### config.mk
export PLATFORM = sky130hd
export DESIGN_NAME = hazard_ctl
export DESIGN_NICKNAME = d
export VERILOG_FILES = /design/src/rtl/hazard_pkg.sv /design/src/rtl/hz_fwd_unit.sv /design/src/rtl/hz_load_use.sv /design/src/rtl/hz_branch_ctl.sv /design/src/rtl/hazard_ctl.sv
export SDC_FILE = /design/constraint.sdc
export NUM_CORES = 1
export LEC_CHECK = 0
export ABC_AREA = 1
export BUFFER_PORTS_ARGS = -buffer_cell sky130_fd_sc_hd__buf_4
export CAP_MARGIN = 20
export CORE_AREA = 5 5 44 46
export DETAILED_ROUTE_END_ITERATION = 12
export DIE_AREA = 0 0 49 51
export GPL_TIMING_DRIVEN = 0
export PLACE_DENSITY = 0.84
export RECOVER_POWER = 100
export REMOVE_ABC_BUFFERS = 1
export SLEW_MARGIN = 0
export SYNTH_ARGS = -nofsm -noshare
export SYNTH_HDL_FRONTEND = slang
export SYNTH_SLANG_ARGS = --single-unit
### constraint.sdc
create_clock -name vclk -period 1.2
set_input_delay 0.24 -clock vclk [all_inputs]
set_output_delay 0.24 -clock vclk [all_outputs]
set_load 0.01 [all_outputs]
### src/rtl/hazard_pkg.sv
package hazard_pkg;

    parameter int ARCH_REGS = 32;
    localparam int REG_W = $clog2(ARCH_REGS);
    localparam int NUM_OPS = 2;

    typedef logic [REG_W-1:0] reg_id_t;

    typedef enum logic [1:0] {
        FWD_REGF = 2'b00,
        FWD_WB   = 2'b01,
        FWD_MEM  = 2'b10
    } fwd_sel_e;

    typedef struct packed {
        reg_id_t rd;
        logic    wr;
    } writer_t;

    // true when a later-stage writer produces a usable value for src
    function automatic logic writer_hits(writer_t w, reg_id_t src);
        return w.wr && (w.rd != '0) && (w.rd == src);
    endfunction

endpackage

### src/rtl/hz_fwd_unit.sv
module hz_fwd_unit
    import hazard_pkg::*;
(
    input  reg_id_t  src,
    input  writer_t  mem_w,
    input  writer_t  wb_w,
    output fwd_sel_e sel
);
    always_comb begin
        sel = FWD_REGF;
        if (writer_hits(wb_w, src))
            sel = FWD_WB;
        if (writer_hits(mem_w, src))
            sel = FWD_MEM;
    end
endmodule

### src/rtl/hz_load_use.sv
module hz_load_use
    import hazard_pkg::*;
(
    input  reg_id_t id_rs,
    input  reg_id_t id_rt,
    input  reg_id_t ex_rd,
    input  logic    ex_mem_read,
    output logic    hold,
    output logic    bubble
);
    logic load_dest_live;
    logic src_match;

    always_comb begin
        load_dest_live = ex_mem_read && (ex_rd != '0);
        src_match      = (ex_rd == id_rs) || (ex_rd == id_rt);
        hold           = load_dest_live && src_match;
        bubble         = hold;
    end
endmodule

### src/rtl/hz_branch_ctl.sv
module hz_branch_ctl (
    input  logic ex_is_branch,
    input  logic ex_cond_met,
    output logic squash,
    output logic redirect
);
    logic mispredict;

    always_comb begin
        // fetch assumed taken; only a false condition is a mispredict
        mispredict = ex_is_branch && !ex_cond_met;
        squash     = mispredict;
        redirect   = mispredict;
    end
endmodule

### src/rtl/hazard_ctl.sv
module hazard_ctl
    import hazard_pkg::*;
(
    input  logic             clk,
    input  logic             rst,
    input  logic [REG_W-1:0] id_rs,
    input  logic [REG_W-1:0] id_rt,
    input  logic [REG_W-1:0] ex_rs,
    input  logic [REG_W-1:0] ex_rt,
    input  logic [REG_W-1:0] ex_rd,
    input  logic             ex_mem_read,
    input  logic             ex_is_branch,
    input  logic             ex_cond_met,
    input  logic [REG_W-1:0] mem_rd,
    input  logic             mem_reg_write,
    input  logic [REG_W-1:0] wb_rd,
    input  logic             wb_reg_write,
    output logic [1:0]       fwd_a_sel,
    output logic [1:0]       fwd_b_sel,
    output logic             hold_front,
    output logic             idex_bubble,
    output logic             ifid_flush,
    output logic             fetch_redirect
);
    writer_t  mem_w;
    writer_t  wb_w;
    reg_id_t  ex_src [NUM_OPS];
    fwd_sel_e op_sel [NUM_OPS];

    assign mem_w     = '{rd: mem_rd, wr: mem_reg_write};
    assign wb_w      = '{rd: wb_rd,  wr: wb_reg_write};
    assign ex_src[0] = ex_rs;
    assign ex_src[1] = ex_rt;

    for (genvar g = 0; g < NUM_OPS; g++) begin : g_op
        hz_fwd_unit u_fwd (
            .src   (ex_src[g]),
            .mem_w (mem_w),
            .wb_w  (wb_w),
            .sel   (op_sel[g])
        );
    end

    assign fwd_a_sel = op_sel[0];
    assign fwd_b_sel = op_sel[1];

    hz_load_use u_lu (
        .id_rs       (id_rs),
        .id_rt       (id_rt),
        .ex_rd       (ex_rd),
        .ex_mem_read (ex_mem_read),
        .hold        (hold_front),
        .bubble      (idex_bubble)
    );

    hz_branch_ctl u_br (
        .ex_is_branch (ex_is_branch),
        .ex_cond_met  (ex_cond_met),
        .squash       (ifid_flush),
        .redirect     (fetch_redirect)
    );
endmodule

## Word-level counts from Yosys, hierarchy flattened

Cells that the tools add are included.

- Eq/ne operators: 6
- Muxes and demuxes: 4
- Reductions and logical operators: 14

Operators with widths:

| cell | count |
|---|---|
| 5-bit == test | 6 |
| 5-bit nonzero test | 3 |
| 1-bit logical AND | 9 |
| 2-bit 2-to-1 mux | 2 |
| 1-bit 2-to-1 mux | 2 |
| 1-bit logical NOT | 1 |
| 1-bit logical OR | 1 |

- Input port bits: 42
- Word-level logic and storage cells: 24
- Output and inout port bits: 8
- Flip-flop bits (word level): 0

## Longest topological paths before layout

- Depth in word-level cells: 5
- Gate-level depth with buffers: 7
- Mapped depth without buffers: 7

## Hierarchy

Synthesis repeated with hierarchy kept, for this count alone.

- Cells, all modules: 149
- Area, all modules: 663.1 um2

Modules (own cells, without submodules):

| module | cells an instance | sequential area each (um2) | times used | area each (um2) |
|---|---|---|---|---|
| hz_fwd_unit | 50 | 0.0 | 2 | 221.5 |
| hz_load_use | 46 | 0.0 | 1 | 202.7 |
| hz_branch_ctl | 3 | 0.0 | 1 | 17.5 |

## Least setup slack after synthesis

OpenSTA, ideal clock, no wires.

- Kind: input-to-output
- Start: in ex_rd[2]
- End: out idex_bubble
- Slack: -16 ps
- Buffers on the path: 1
- Stages on the path: 7
- Data required time: 960 ps
- Data arrival time: 976 ps
- Cell sequence: inv_1 nand2_1 nand2_1 nor2_1 nand3_1 a21oi_1 buf_4

- Longest elaborated chain between the ends: 3
- Elaborated cells on any way between the ends: 6
- Those cells by class: 2 x eq/ne; 4 x reduce/logical

Ends and longest elaborated chain:

| element | line | text |
|---|---|---|
| from (decl) | hazard_ctl.sv:10 | `input logic [REG_W-1:0] ex_rd,` |
| 5-bit == test / 5-bit nonzero test (equally long branches) | hz_load_use.sv:16, hz_load_use.sv:15 |  |
| 1-bit logical OR / 1-bit logical AND (equally long branches) | hz_load_use.sv:16, hz_load_use.sv:15 |  |
| 1-bit logical AND (*) | hz_load_use.sv:17 | `hold = load_dest_live && src_match;` |
| to (decl) | hazard_ctl.sv:21 | `output logic idex_bubble,` |

Every way passes the cells marked *; elsewhere a longest branch is shown, timed or not.

## Worst setup path after layout

- Start: in mem_rd[3]
- End: out fwd_b_sel[0]

- Longest elaborated chain between the ends: 4
- Elaborated cells on any way between the ends: 5
- Those cells by class: 1 x eq/ne; 1 x mux; 3 x reduce/logical

Ends and longest elaborated chain:

| element | line | text |
|---|---|---|
| from (decl) | hazard_ctl.sv:14 | `input logic [REG_W-1:0] mem_rd,` |
| 5-bit nonzero test | hazard_pkg.sv:22 | `return w.wr && (w.rd != '0) && (w.rd == src);` |
| 1-bit logical AND | hazard_pkg.sv:22 |  |
| 1-bit logical AND (*) | hazard_pkg.sv:22 |  |
| 2-bit 2-to-1 mux (*) | hz_fwd_unit.sv:13 | `if (writer_hits(mem_w, src))` |
| to (decl) | hazard_ctl.sv:19 | `output logic [1:0] fwd_b_sel,` |

Marked as above.

==> run metrics <==
Max-Cap Viols 0; clock group share of total power 0; standard-cell rows 14; post-synthesis sequential area ratio 0; initial antenna violation count 0; Core ar. between 0.001 and 0.0015 sq mm; Die W roughly 49 um; final hold vios 0; TNS Setup -230 ps; worst min path class in -> out; # port buffers 48; Area Growth Syn to Fin 84.7%; peak supply drop 183 uV; switching portion of total power 0.450; CP max stage cell nor2_2; layout cell share with drive strength beyond 1 0.436; 1st-iter DRT viols 5; most used cell, CP nor2_2; Seq Cell Count 0; Slew headroom 0.861; crit-path leading delay family simple AND/OR/NAND/NOR gates; total grt overflow 0; Startpoint Class primary input; dpl ws -142 ps; first-pass GRT wire length approximately 3400 um; area of the mapped netlist approximately 590 sq um; Die Area 0.00250 sq mm; vias post-DR 900; drc violations 0; failing checks setup timing; final setup vio count 5; Max Freq ~770 MHz; kind of critical path in -> out; Placed Cells between 150 and 200; Antenna Cells 0; Yosys top cell by area nand2_1; Yosys warning total 0; final core occ 0.738; final-report max-slew violation count 0; Tot GR Track Use 0.158; num ports 50; Die Ht slightly above 50 um; Sw Pwr around 0.00016 W; vias in the first global route approximately 860; Synth top area share 0.377; RSZ-0062 raised after global routing yes; antenna-violating nets left 0; Post-CTS Hold Fix Bufs 0; outcome finished with violations; Critical Path RT 960 ps; Comb power frac 1.000; Unique masters post-synth 14; CP bufs+invs 2; WL final 2090 um; Starting Density 0.400; Worst setup EP type output pin; DP HPWL about 1800 um; period utilisation layout 1.08; PD cells between 300 and 400 mW/mm^2; Pre-antenna DRT Iters 4; Worst Path Max Fanout 3; fin cells roughly 200; register area 0 sq um; Leakage 0.654 nW; largest net degree at the start of global routing 5; mean post-synth cell area ~4.4 sq um; Vias/cell 4.62; Int Pwr 0.000193 W; CP peak stage delay roughly 140 ps; clock buffers 0; Mapped Cells between 100 and 150; Fillers 130; Flop pwr share 0; Crit path arrival time 1050 ps; crit-path cells buf_8 -> nand2_2 -> nand2_1 -> nor2_2 -> nand3_1 -> nor2_2 -> nor2_1 -> buf_4; post-layout worst setup margin -91.4 ps; minimum clock period between 1000 and 1500 ps; total power roughly 0.00035 W; ranking of synthesized cells by area nand2_1 (38%), inv_1 (17%), nor2_1 (11%); Slew @ Worst Pin approximately 210 ps; Placer Congestion slightly below 0.8; DR WL/cell around 11 um; Final nets roughly 220
## through the flow
stage                     hold slack (ps)  area [sq um]
after floorplan                       560           573
after global placement                726           953
after detailed placement              728           953
after CTS                             730           985
after global routing                  725          1090
final                                 711          1090
## cell families (layout without fill, tap and decap cells)
family	after synthesis	after routing	share of synthesized area
AO/OA/AOI/OAI	3	3	0.0319
XOR/XNOR	10	10	0.149
AND/OR/NAND/NOR	89	89	0.609
buffers and inverters	31	77	0.211
## worst min-delay path, stage by stage
cell	delay [ps]
buf_4	70
nor2_1	40
clkbuf_1	120
## path summary, 6_finish.rpt
check,start,endpoint,cells after the start
max,mem_rd[3],fwd_b_sel[0],8
min,ex_cond_met,fetch_redirect,3
## power groups by stage
| stage | registers, W | logic (W) | clock network [W] |
|---|---|---|---|
| floorplan | 0 | 0.000133 | 0 |
| global placement | 0 | 0.000289 | 0 |
| detailed placement | 0 | 0.000298 | 0 |
| CTS | 0 | 0.000312 | 0 |
| global route | 0 | 0.000389 | 0 |
| finish | 0 | 0.000352 | 0 |
## final cells by class
class | count | area (sq um) | area share
multi-input cells | 102 | 503 | 0.463
well taps | 16 | 20.0 | 0.0184
inverters | 29 | 124 | 0.114
repair buffers | 48 | 439 | 0.404
## layout by cell type, fill, tap and decap left out
cell type	n
nor2_2	3
nand2_1	49
o21ai_0	1
inv_1	13
nand3_1	8
inv_4	6
xnor2_1	4
xnor2_2	1
buf_8	5
buf_4	28
buf_6	13
inv_2	10
a21oi_2	1
nand4_1	2
nand2_2	10
clkbuf_1	2
nand3b_1	1
xor2_1	5
o21ai_2	1
nor2_1	16
## timing repair
| action | 4_1_cts | 5_1_grt |
|---|---|---|
| cloned | 0 | 0 |
| hold endpoints to repair | 0 | 0 |
| buffers inserted | 0 | 0 |
| pin swaps | 11 | 31 |
| resized for setup | 15 | 41 |
| endpoints found under the setup margin | 5 | 6 |
## cells in the mapped netlist, drive strengths merged
library cell   n
nand3          8
buf            2
nor2          19
nand2         59
nand4          2
a21oi          1
xor2           5
inv           29
nand3b         1
o21ai          2
xnor2          5
## layer usage
| metal | wire length (um) | GRT usage | part of all wire | vias to the layer above |
|---|---|---|---|---|
| li1 | - | - | - | 485 |
| met5 | 0 | 0 | 0 | - |
| met1 | 812 | 0.186 | 0.39 | 382 |
| met2 | 1120 | 0.315 | 0.54 | 33 |
| met4 | 0 | 0 | 0 | 0 |
| met3 | 150 | 0.0262 | 0.072 | 0 |
Power figures use the tool's default switching activity.
